## config.mk

```make
export PLATFORM = sky130hd
export DESIGN_NAME = rmw_parity_engine
export DESIGN_NICKNAME = d
export VERILOG_FILES = /design/src/rtl/rmw_pkg.sv /design/src/rtl/rmw_parity_lanes.sv /design/src/rtl/rmw_lane_merge.sv /design/src/rtl/rmw_seq_ctrl.sv /design/src/rtl/rmw_parity_engine.sv
export SDC_FILE = /design/constraint.sdc
export NUM_CORES = 1
export LEC_CHECK = 0
export BUFFER_PORTS_ARGS = -buffer_cell sky130_fd_sc_hd__buf_2
export CAP_MARGIN = 20
export CORE_UTILIZATION = 55
export CTS_CLUSTER_DIAMETER = 60
export DETAILED_ROUTE_END_ITERATION = 6
export PLACE_DENSITY = 0.81
export SLEW_MARGIN = 20
export SYNTH_ARGS = -nofsm -noshare
export SYNTH_HDL_FRONTEND = slang
export SYNTH_SLANG_ARGS = --single-unit
```

## constraint.sdc

```tcl
create_clock -name clk -period 2.5 [get_ports clk]
set_clock_uncertainty 0.2 [all_clocks]
set_input_delay 0.5 -clock clk [delete_from_list [all_inputs] [get_ports clk]]
set_output_delay 0.5 -clock clk [all_outputs]
set_load 0.01 [all_outputs]
```

## src/rtl/rmw_pkg.sv

```systemverilog
// Package: shared types for the read-modify-write parity engine.
// Assumes: one request in flight; the sequencer states are ordered as used.
package rmw_pkg;
    // Sequencer states; a merge walks LATCH..GEN, a direct write goes to WR.
    typedef enum logic [2:0] {
        ST_IDLE,
        ST_LATCH,
        ST_RD,
        ST_CHK,
        ST_MERGE,
        ST_GEN,
        ST_WR
    } seq_state_e;

    // How the latched request reaches memory.
    typedef enum logic [1:0] {
        WM_PASS,  // requester parity forwarded
        WM_GEN,   // parity generated from request data
        WM_RMW    // read, check, merge, regenerate, write
    } wr_mode_e;

    localparam logic SRC_CPU = 1'b0;
    localparam logic SRC_PCI = 1'b1;
endpackage

```

## src/rtl/rmw_parity_lanes.sv

```systemverilog
// Module: per-lane odd parity generator.
// Each output bit is set so that the lane plus that bit holds an odd
// number of ones. Assumes DATA_W is a whole multiple of LANE_W.
module rmw_parity_lanes #(
    parameter int DATA_W = 64,
    parameter int LANE_W = 8
) (
    input  logic [DATA_W-1:0]        data_i,
    output logic [DATA_W/LANE_W-1:0] par_o
);
    localparam int LANES = DATA_W / LANE_W;

    for (genvar g = 0; g < LANES; g++) begin : g_lane
        // Odd parity of one lane.
        assign par_o[g] = ~^data_i[g*LANE_W +: LANE_W];
    end
endmodule

```

## src/rtl/rmw_lane_merge.sv

```systemverilog
// Module: lane merge between request data and data read from memory.
// An enabled lane takes the new data; any other lane keeps the old data.
// Assumes both words are aligned to the same address.
module rmw_lane_merge #(
    parameter int DATA_W = 64,
    parameter int LANE_W = 8
) (
    input  logic [DATA_W-1:0]        new_i,
    input  logic [DATA_W-1:0]        old_i,
    input  logic [DATA_W/LANE_W-1:0] be_i,
    output logic [DATA_W-1:0]        merged_o
);
    localparam int LANES = DATA_W / LANE_W;

    for (genvar g = 0; g < LANES; g++) begin : g_lane
        // Choose the source of one lane.
        assign merged_o[g*LANE_W +: LANE_W] =
            be_i[g] ? new_i[g*LANE_W +: LANE_W] : old_i[g*LANE_W +: LANE_W];
    end
endmodule

```

## src/rtl/rmw_seq_ctrl.sv

```systemverilog
// Module: sequencer for direct writes and merge sequences.
// It issues the memory read and write requests, produces one-cycle
// strobes for the datapath stages and owns the page-hold output.
// Assumes the memory keeps mem_ack low until it has seen mem_req.
module rmw_seq_ctrl
    import rmw_pkg::*;
(
    input  logic clk,
    input  logic rst_n,
    input  logic start_i,      // request valid
    input  logic is_rmw_i,     // selected mode needs a merge
    input  logic hold_en_i,    // page hold setting is nonzero
    input  logic mem_ack,
    output logic req_ready,
    output logic mem_req,
    output logic mem_we,
    output logic mem_page_hold,
    output logic cap_rd_o,     // capture read data this cycle
    output logic do_chk_o,
    output logic do_merge_o,
    output logic do_gen_o
);
    seq_state_e state_q, state_d;
    logic       hold_q;
    logic       accept;

    assign accept = start_i && (state_q == ST_IDLE);

    // Next-state selection.
    always_comb begin
        state_d = state_q;
        unique case (state_q)
            ST_IDLE:  if (start_i) state_d = is_rmw_i ? ST_LATCH : ST_WR;
            ST_LATCH: state_d = ST_RD;
            ST_RD:    if (mem_ack) state_d = ST_CHK;
            ST_CHK:   state_d = ST_MERGE;
            ST_MERGE: state_d = ST_GEN;
            ST_GEN:   state_d = ST_WR;
            ST_WR:    if (mem_ack) state_d = ST_IDLE;
            default:  state_d = ST_IDLE;
        endcase
    end

    // State register.
    always_ff @(posedge clk) begin
        if (!rst_n) state_q <= ST_IDLE;
        else        state_q <= state_d;
    end

    // Page hold request, set on accepting a merge and cleared on the write ack.
    always_ff @(posedge clk) begin
        if (!rst_n)                           hold_q <= 1'b0;
        else if (accept)                      hold_q <= is_rmw_i && hold_en_i;
        else if (state_q == ST_WR && mem_ack) hold_q <= 1'b0;
    end

    // Decode outputs from the state.
    always_comb begin
        req_ready     = (state_q == ST_IDLE);
        mem_req       = (state_q == ST_RD) || (state_q == ST_WR);
        mem_we        = (state_q == ST_WR);
        mem_page_hold = hold_q && (state_q != ST_IDLE) && (state_q != ST_LATCH);
        cap_rd_o      = (state_q == ST_RD) && mem_ack;
        do_chk_o      = (state_q == ST_CHK);
        do_merge_o    = (state_q == ST_MERGE);
        do_gen_o      = (state_q == ST_GEN);
    end

    AST_BUSY_AFTER_ACCEPT: assert property (@(posedge clk) disable iff (!rst_n) (start_i && req_ready) |=> !req_ready);
    AST_REQ_HELD_TO_ACK: assert property (@(posedge clk) disable iff (!rst_n) (mem_req && !mem_ack) |=> (mem_req && $stable(mem_we)));
    AST_HOLD_NO_GAP: assert property (@(posedge clk) disable iff (!rst_n) (mem_page_hold && !(mem_we && mem_ack)) |=> mem_page_hold);
    AST_RMW_WRITE_AFTER_READ: assert property (@(posedge clk) disable iff (!rst_n) cap_rd_o |=> (!mem_req && !req_ready));
endmodule

```

## src/rtl/rmw_parity_engine.sv

```systemverilog
// Module: top of the read-modify-write parity engine.
// It selects a write mode for each request, latches the request, captures
// and checks the merge read, merges lanes, regenerates parity and drives
// the memory write. Assumes the configuration is steady while a request
// is in flight and that req_addr is a double-word address.
module rmw_parity_engine
    import rmw_pkg::*;
#(
    parameter int DATA_W = 64,
    parameter int LANE_W = 8,
    parameter int ADDR_W = 16,
    parameter int HOLD_W = 4
) (
    input  logic                     clk,
    input  logic                     rst_n,
    input  logic                     cfg_chk_en,
    input  logic                     cfg_rmw_en,
    input  logic                     cfg_wide,
    input  logic [HOLD_W-1:0]        cfg_page_hold,
    input  logic                     req_valid,
    output logic                     req_ready,
    input  logic                     req_src,
    input  logic                     req_burst,
    input  logic [DATA_W/LANE_W-1:0] req_be,
    input  logic [ADDR_W-1:0]        req_addr,
    input  logic [DATA_W-1:0]        req_data,
    input  logic [DATA_W/LANE_W-1:0] req_par,
    output logic                     mem_req,
    output logic                     mem_we,
    output logic [ADDR_W-1:0]        mem_addr,
    output logic [DATA_W/LANE_W-1:0] mem_be,
    output logic [DATA_W-1:0]        mem_wdata,
    output logic [DATA_W/LANE_W-1:0] mem_wpar,
    input  logic                     mem_ack,
    input  logic [DATA_W-1:0]        mem_rdata,
    input  logic [DATA_W/LANE_W-1:0] mem_rpar,
    output logic                     mem_page_hold,
    output logic                     err_flag,
    output logic [DATA_W/LANE_W-1:0] err_lanes
);
    localparam int LANES = DATA_W / LANE_W;
    localparam logic [LANES-1:0] ALL_LANES = {LANES{1'b1}};

    wr_mode_e           mode_sel, lat_mode;
    logic               rmw_active, accept;
    logic [ADDR_W-1:0]  lat_addr;
    logic [DATA_W-1:0]  lat_data, rd_data, mrg_data, merged;
    logic [LANES-1:0]   lat_be, lat_par, rd_par, mrg_par;
    logic [LANES-1:0]   lat_gen_par, rd_chk_par, mrg_gen_par, bad_lanes;
    logic               cap_rd, do_chk, do_merge, do_gen;

    // Assertion helper: flags lanes whose parity is not odd.
    function automatic logic [LANES-1:0] lane_odd_fail(input logic [DATA_W-1:0] d,
                                                       input logic [LANES-1:0] p);
        logic [LANES-1:0] f;
        for (int i = 0; i < LANES; i++)
            f[i] = (($countones({p[i], d[i*LANE_W +: LANE_W]}) % 2) == 0);
        return f;
    endfunction

    // Merge mode is only allowed on the wide path.
    assign rmw_active = cfg_rmw_en && cfg_wide;
    assign accept     = req_valid && req_ready;

    // Pick the write mode from the requester type and configuration.
    always_comb begin
        if (req_src == SRC_CPU) begin
            if (req_burst)       mode_sel = WM_PASS;
            else if (rmw_active) mode_sel = WM_RMW;
            else                 mode_sel = WM_PASS;
        end else begin
            if (req_be == ALL_LANES || !rmw_active) mode_sel = WM_GEN;
            else                                    mode_sel = WM_RMW;
        end
    end

    // Latch the accepted request.
    always_ff @(posedge clk) begin
        if (!rst_n) begin
            lat_addr <= '0;
            lat_data <= '0;
            lat_be   <= '0;
            lat_par  <= '0;
            lat_mode <= WM_PASS;
        end else if (accept) begin
            lat_addr <= req_addr;
            lat_data <= req_data;
            lat_be   <= req_be;
            lat_par  <= req_par;
            lat_mode <= mode_sel;
        end
    end

    // Capture the double word returned by the merge read.
    always_ff @(posedge clk) begin
        if (!rst_n) begin
            rd_data <= '0;
            rd_par  <= '0;
        end else if (cap_rd) begin
            rd_data <= mem_rdata;
            rd_par  <= mem_rpar;
        end
    end

    rmw_parity_lanes #(.DATA_W(DATA_W), .LANE_W(LANE_W)) u_chk_par (
        .data_i (rd_data),
        .par_o  (rd_chk_par)
    );

    assign bad_lanes = rd_chk_par ^ rd_par;

    // Record parity mismatches from the read phase; sticky until reset.
    always_ff @(posedge clk) begin
        if (!rst_n) begin
            err_flag  <= 1'b0;
            err_lanes <= '0;
        end else if (do_chk && cfg_chk_en && (bad_lanes != '0)) begin
            err_flag  <= 1'b1;
            err_lanes <= err_lanes | bad_lanes;
        end
    end

    rmw_lane_merge #(.DATA_W(DATA_W), .LANE_W(LANE_W)) u_merge (
        .new_i    (lat_data),
        .old_i    (rd_data),
        .be_i     (lat_be),
        .merged_o (merged)
    );

    // Register the merged double word.
    always_ff @(posedge clk) begin
        if (!rst_n)        mrg_data <= '0;
        else if (do_merge) mrg_data <= merged;
    end

    rmw_parity_lanes #(.DATA_W(DATA_W), .LANE_W(LANE_W)) u_mrg_par (
        .data_i (mrg_data),
        .par_o  (mrg_gen_par)
    );

    // Register the regenerated parity of the merged word.
    always_ff @(posedge clk) begin
        if (!rst_n)      mrg_par <= '0;
        else if (do_gen) mrg_par <= mrg_gen_par;
    end

    rmw_parity_lanes #(.DATA_W(DATA_W), .LANE_W(LANE_W)) u_req_par (
        .data_i (lat_data),
        .par_o  (lat_gen_par)
    );

    rmw_seq_ctrl u_ctrl (
        .clk           (clk),
        .rst_n         (rst_n),
        .start_i       (req_valid),
        .is_rmw_i      (mode_sel == WM_RMW),
        .hold_en_i     (cfg_page_hold != '0),
        .mem_ack       (mem_ack),
        .req_ready     (req_ready),
        .mem_req       (mem_req),
        .mem_we        (mem_we),
        .mem_page_hold (mem_page_hold),
        .cap_rd_o      (cap_rd),
        .do_chk_o      (do_chk),
        .do_merge_o    (do_merge),
        .do_gen_o      (do_gen)
    );

    // Steer memory write data, parity and lane enables by mode.
    always_comb begin
        mem_addr  = lat_addr;
        mem_wdata = (lat_mode == WM_RMW) ? mrg_data : lat_data;
        mem_be    = (lat_mode == WM_RMW) ? ALL_LANES : lat_be;
        unique case (lat_mode)
            WM_GEN:  mem_wpar = lat_gen_par;
            WM_RMW:  mem_wpar = mrg_par;
            default: mem_wpar = lat_par;
        endcase
    end

    AST_WRITE_PARITY_ODD: assert property (@(posedge clk) disable iff (!rst_n) (mem_req && mem_we && lat_mode != WM_PASS) |-> (lane_odd_fail(mem_wdata, mem_wpar) == '0));
    AST_MERGE_WRITES_ALL_LANES: assert property (@(posedge clk) disable iff (!rst_n) (mem_req && mem_we && lat_mode == WM_RMW) |-> (mem_be == ALL_LANES));
    AST_READ_ONLY_IN_MERGE: assert property (@(posedge clk) disable iff (!rst_n) (mem_req && !mem_we) |-> (lat_mode == WM_RMW));
    AST_NARROW_GOES_DIRECT: assert property (@(posedge clk) disable iff (!rst_n) (accept && !cfg_wide) |=> (mem_req && mem_we));
    AST_ERR_STICKY: assert property (@(posedge clk) disable iff (!rst_n) err_flag |=> err_flag);
    AST_ADDR_HELD_TO_ACK: assert property (@(posedge clk) disable iff (!rst_n) (mem_req && !mem_ack) |=> $stable(mem_addr));
endmodule

```

# After elaboration in Yosys (flattened, before gate mapping)
# Cells that the tools add are included.
[word_totals]
ramBits = 0
latchBits = 0
regBits = 255
memories = 0
romBits = 0
[classes]
magnitude_cmp = 0
n_eq_ne = 14
reduce_logical = 42
bitwise_logic = 2
n_div = 0
n_addsub = 0
n_mux = 22
mul = 0
shifts = 0
[op_table]
columns = ["operator", "count"]
rows = [
  ["XNOR reduction 8 bit", 24],
  ["two-way mux 8 bit", 9],
  ["two-way mux 64 bit", 1],
  ["one-hot mux 3 bit (7 select lines)", 1],
  ["one-hot mux 8 bit (2 select lines)", 1],
  ["two-way mux 3 bit", 4],
  ["equality test 3 bit, second input constant", 3],
  ["logical AND 1 bit", 9],
  ["equality test 8 bit, second input constant", 1],
  ["two-way mux 2 bit", 4],
  ["bitwise OR 8 bit", 1],
  ["nonzero test 8 bit", 1],
  ["XOR 8 bit", 1],
  ["equality test 3 x 2 -> 1 bit, second input constant", 2],
  ["equality test 2 bit, second input constant", 2],
  ["!= test 2 bit, second input constant", 2],
  ["nonzero test 4 bit", 1],
  ["equality test 3 x 1 -> 1 bit, second input constant", 1],
  ["zero test 3 bit", 1],
  ["!= test 3 x 1 -> 1 bit, second input constant", 1],
  ["AND reduction 3 bit", 1],
  ["nonzero test 3 bit", 1],
  ["equality test 2 x 1 -> 1 bit, second input constant", 1],
  ["logical OR 1 bit", 2],
  ["other kinds (4)", 5],
]

# Logic depth before layout (Yosys ltp)
[depth]
depth_word = 9
ltp_mapped = 7

# Modules after synthesis
# From an unflattened synthesis, not the netlist that was laid out.
[unflattened]
cells_unflattened = 1327
hier_area_um2 = 13262.7
[modules_own_cells]
columns = ["module", "seq_area_each_um2", "area_each_um2", "cells_each", "instances"]
rows = [
  ["rmw_parity_engine", 5024.8, 10447.5, 1049, 1],
  ["rmw_parity_lanes", 0.0, 490.5, 56, 3],
  ["rmw_lane_merge", 0.0, 1051.0, 72, 1],
  ["rmw_seq_ctrl", 80.1, 292.8, 38, 1],
]

# Worst setup path after synthesis
# Ideal clock, no wire load.
[synth_timing]
path_kind = "flip-flop to output port"
from = "register lat_mode[0]"
to = "output port mem_wdata[0]"
stages_incl_launch_ff = 6
t_arrival_ns = 1.440
required_ns = 1.800
path_slack_ns = 0.360
path_cell_list = "dfxtp_1 inv_1 ha_1 clkbuf_1 clkbuf_1 mux2_2"
[synth_via]
elab_chain_len = 2
[synth_lines]
columns = ["item", "line", "text"]
rows = [
  ["start, declared", "rmw_parity_engine.sv:44", "wr_mode_e mode_sel, lat_mode;"],
  ["start signal, assigned", "rmw_parity_engine.sv:90", "lat_mode <= mode_sel;"],
  ["equality test 2 bit", "rmw_parity_engine.sv:172", "mem_wdata = (lat_mode == WM_RMW) ? mrg_data : lat_data;"],
  ["two-way mux 64 bit", "rmw_parity_engine.sv:172", ""],
  ["end, declared", "rmw_parity_engine.sv:32", "output logic [DATA_W-1:0] mem_wdata,"],
]
# Every way passes these cells.

# Worst setup path in the final report
[layout_timing]
from = "register lat_mode[0]"
to = "output port mem_wdata[29]"
# The elaborated chain is that of the path after synthesis.

==> results.md <==
- The end point of the worst hold path is lat_data[33]$_SDFFE_PN0P_.
- The total negative slack for setup checks is -5.671 ns.
- The H-tree level count is 1.
- Measured in cells, the most critical reg-to-reg path has a length of 6.
- The total area inside the core boundary comes to 22710 sq um.
- The worst setup path is launched from a flop.
- The TritonCTS sink count is approximately 260.
- The cell sitting at the root of the clock tree is a sky130_fd_sc_hd__clkbuf_16.
- The signal on the critical path passes through inv_2 -> ha_4 -> buf_12 -> buf_8 -> buf_12 -> mux2_4 -> buf_6.
- The clock latency on the worst-skew pair is between 0.5 and 0.6 ns.
- At the pin with the least slew margin, the transition time is around 0.63 ns.
- The CTS tree is yes.
- Broken down by cell family, the worst path's largest delay share belongs to buffers and inverters.
- The total detailed-routing wirelength is between 30 and 40 mm.
- The number of global-route vias before repair was roughly 11000.
- Of the cells placed in the final design, the portion with a size suffix greater than 1 is around a third.
- The final hold slack is between 0.006 and 0.007 ns.
- Clock tree synthesis inserted a total of 28 buffers.
- Along the worst hold path, the cell count comes to 3.
- The run finished, with violations left.
- Once the floorplan was initialized, standard cells occupied 56.17% of the core.
- The synthesized flop and latch total is roughly 260.
- The number of max-cap violations is 0.
- The part of the cycle the worst path needs is 105.3%.
- The setup slack after layout is -0.1333 ns.
- The async set-reset flop share out of synthesis is 0%.
- The chip width is between 150 and 200 microns.
- The maximum achievable frequency is around 0.38 GHz.
- The worst setup path is captured at a primary output.
- The synthesized netlist devotes around 17% of its cell area to compound gates.
- Once detail routing completed, the nets flagged for antenna violations numbered 0.
- In this run the count of I/O pins placed on the die edge is slightly below 300.
- The combinational family with the most area after synthesis is compound AO/OA/AOI/OAI gates.
- Counting I/O delays and the setup requirement, the final critical path takes around 2.6 ns.
- The synthesized netlist devotes roughly 15% of its cell area to simple gates.
- The launch instance of the worst min-delay path is req_data[33].
- After detailed routing, the number of remaining DRC violations is 0.
- A synthesized cell averages roughly 9.0 sq um.
- The worst hold path class is in2reg.
- Port buffering added around 290 buffers.
- The longest clock path from root to sink contains 3 buffers.
- Counting every net in the synthesized netlist gives 1597.
- The first global-routing pass estimated ~57 mm of wire.
- The slowest cell on the critical path is sky130_fd_sc_hd__dfxtp_2.
- After detailed routing, the average wire length per cell comes to around 18 microns.
- The number of nets in the layout is about 1900.
- The count of different cell masters after synthesis is 38.
- The final-report hold violation count is 0.
- Of the total synthesized cell area, the portion taken by full adders, half adders and majority gates is 0.1962%.
- The static leakage is about 0.0075 uW.
- The sum of net half-perimeters after detailed placement is 22.93 mm.
- The count of mapped cells out of synthesis is 1414.
- The total buffers and inverters traversed by the critical path is 5.
- Data on the critical path arrives at its endpoint at 1.93 ns.
- Counting flops with a built-in enable in the synthesized netlist gives 0.
- The final reports fail on setup timing.
- The multiplexer share of the synthesized area is ~11%.
- The kind of critical path is reg2out.
- The area growth from synthesis to layout is 34.22%.
- The peak supply drop is 0.7305 mV.
- The violation count after the first detailed-routing iteration is just under 700.
- Before antenna repair, the detailed router went through 5 iterations.
- The routed layout has between 10000 and 15000 vias.
- The floorplan step defined a die boundary enclosing 23800 sq um.
- The data required time of the worst path is between 1.5 and 2 ns.
- Global routing used approximately 30% of the available tracks across all layers.
- The total stage count of the critical path is 7.
- The die is ~150 microns tall.
- The relative slew slack is ~58%.
- For this run the aggregate overflow at the end of global routing stands at 0.
- The xor/xnor cell area share of the yosys netlist is approximately an eighth.
- The floorplan has 55 rows.
- The areal power density over the cells is about 1000 nW/um^2.
- The initial antenna violation count is 3.
- Setup repair after global routing could not meet its margin everywhere.
- The total instance count after detailed placement is around 1900.
- The library cell appearing most often on the critical path is sky130_fd_sc_hd__buf_12.
- The number of max-slew violations in the final report was 0.
- The congestion estimate from routability-driven global placement came to about 0.84.
- The average vias per placed instance is approximately 5.5.
- In this design, the stage delay of the slowest critical-path cell is around 0.33 ns.
- The reg-to-reg critical path startpoint is rd_data[58]$_SDFFE_PN0P_.
- The netlist area before placement is around 13000 sq um.
- The number of non-filler instances in the completed layout is ~2000.
- The worst-path maximum fanout is 6.
- The Yosys warning count is 0.
- The worst-case register-to-register setup slack is 0.32 ns.
- The reg-to-reg endpoint is err_flag$_SDFFE_PN0P_.
- The share of the Yosys chip area taken by registers is about two fifths.
- The dominant register cell in the synthesized netlist is sky130_fd_sc_hd__dfxtp_1.
- The largest net degree at the start of global routing is a little under 90.
- The post-CTS clock slew at the launch and capture registers of the worst setup and hold paths is 0.06 ns.
- The number of endpoints failing setup at the final stage is ~70.
power by group:
part,switching (uW),internal [uW]
clock network,1680,2660
registers,1000,4960
logic,3230,3390
metrics by stage:
stage                     cell area, sq um  utilization, %  setup WS (ns)  total power (uW)
final                                17120           75.38        -0.1333             16930
after global routing                 17120           75.38        -0.1836             17730
after CTS                            16730           73.66        -0.1297             16540
after detailed placement             14380           63.32         0.2023             11650
after global placement               14380           63.32         0.2541             11490
after floorplan                      12750               -         0.3604             10060
flip-flops by register name, indices dropped and copies added, names as in the netlist:
register,cells
lat_be,8
mem_addr,16
lat_mode,2
lat_data,64
u_ctrl.hold_q,1
err_flag,1
u_ctrl.state_q,3
mrg_par,8
err_lanes,8
lat_par,8
rd_par,8
mrg_data,64
rd_data,64
placed cells by master, fill, tap and decap left out, types with 12 or more instances in the layout:
| cell | count |
|---|---|
| sky130_fd_sc_hd__a21boi_0 | 89 |
| sky130_fd_sc_hd__a21boi_1 | 80 |
| sky130_fd_sc_hd__and2_1 | 12 |
| sky130_fd_sc_hd__buf_12 | 15 |
| sky130_fd_sc_hd__buf_2 | 241 |
| sky130_fd_sc_hd__buf_4 | 17 |
| sky130_fd_sc_hd__buf_6 | 50 |
| sky130_fd_sc_hd__clkbuf_16 | 30 |
| sky130_fd_sc_hd__dfxtp_1 | 195 |
| sky130_fd_sc_hd__dfxtp_2 | 57 |
| sky130_fd_sc_hd__dlygate4sd3_1 | 61 |
| sky130_fd_sc_hd__mux2_2 | 23 |
| sky130_fd_sc_hd__mux2_4 | 41 |
| sky130_fd_sc_hd__mux2i_1 | 65 |
| sky130_fd_sc_hd__nand2_1 | 425 |
| sky130_fd_sc_hd__o211a_1 | 64 |
| sky130_fd_sc_hd__xnor2_1 | 110 |
| sky130_fd_sc_hd__xnor2_2 | 33 |
| sky130_fd_sc_hd__xor2_1 | 16 |
logic make-up (layout without fill, tap and decap cells):
family,after synthesis,in the layout
AOI/OAI and AO/OA,277,277
xor gates and xnor gates,168,168
adders and majority gates,2,2
buffers and inverters,107,448
DFF,255,255
muxes,129,129
other,0,2
and+or+nand+nor,476,476
what timing repair did:
item	in CTS	in global routing
setup buffers	11	1
cloned	5	1
pin swaps	30	18
hold endpoints to repair	60	1
resized for setup	148	74
hold buffers	60	1
endpoints found under the setup margin	78	79
Yosys cell counts, types with 2 or more instances:
cell type,count,area share [%]
sky130_fd_sc_hd__clkbuf_1,54,1.6
sky130_fd_sc_hd__a22oi_1,8,0.47
sky130_fd_sc_hd__mux2_2,64,5.7
sky130_fd_sc_hd__and2_1,13,0.64
sky130_fd_sc_hd__a21boi_0,89,5.2
sky130_fd_sc_hd__buf_1,4,0.12
sky130_fd_sc_hd__xor2_1,16,1.1
sky130_fd_sc_hd__dfxtp_1,255,40
sky130_fd_sc_hd__o21ai_0,19,0.75
sky130_fd_sc_hd__ha_1,2,0.20
sky130_fd_sc_hd__xnor2_2,7,0.89
sky130_fd_sc_hd__nand3_1,4,0.16
sky130_fd_sc_hd__buf_2,32,1.3
sky130_fd_sc_hd__nand2_1,426,13
sky130_fd_sc_hd__o21a_1,9,0.53
sky130_fd_sc_hd__mux2i_1,65,5.1
sky130_fd_sc_hd__nor2_1,10,0.29
sky130_fd_sc_hd__xnor3_1,8,1.4
sky130_fd_sc_hd__a21boi_1,80,4.7
sky130_fd_sc_hd__nand3b_1,2,0.12
sky130_fd_sc_hd__nand4_1,4,0.20
sky130_fd_sc_hd__a21oi_1,4,0.16
sky130_fd_sc_hd__inv_1,5,0.15
sky130_fd_sc_hd__o211ai_1,3,0.18
sky130_fd_sc_hd__xnor2_1,137,9.4
sky130_fd_sc_hd__or2_2,8,0.39
sky130_fd_sc_hd__nor3b_1,2,0.12
sky130_fd_sc_hd__buf_6,11,0.97
sky130_fd_sc_hd__o211a_1,64,5.0
how the worst max path moves through the flow:
stage | from | endpoint | slack [ns]
global route | lat_mode[0]$_SDFFE_PN0P_ | mem_wdata[16] | -0.18
CTS | lat_mode[0]$_SDFFE_PN0P_ | mem_wdata[22] | -0.13
floorplan | lat_mode[0]$_SDFFE_PN0P_ | mem_wdata[0] | 0.36
global placement | lat_mode[1]$_SDFFE_PN0P_ | mem_wpar[2] | 0.25
detailed placement | lat_mode[1]$_SDFFE_PN0P_ | mem_wpar[3] | 0.20
finish | lat_mode[0]$_SDFFE_PN0P_ | mem_wdata[29] | -0.13
layer usage:
metal / GRT usage (%) / routed length, microns / up-vias
met3: 4.791 / 2376 / 93
li1: - / - / 5348
met2: 52.84 / 18710 / 432
met4: 10.89 / 1250 / 2
met1: 36.82 / 15360 / 5394
met5: 0 / 18 / -
area by class of cell:
cell class | instances | area [sq um]
diodes | 2 | 5.005
clock buffers | 43 | 858.3
clock inverters | 9 | 126.4
fillers | 1473 | 5590
inverters | 5 | 18.77
multi-input cells | 1052 | 7581
flip-flops and latches | 255 | 5187
well taps | 285 | 356.6
repair buffers | 391 | 2985
tightest hold or removal path, delay by kind of cell:
kind,cells,cell delay (ns)
buf+inv,1,0.09
compound gates,1,0.06
simple gates,1,0.04
Note: power is estimated with default switching activity, not from simulation.
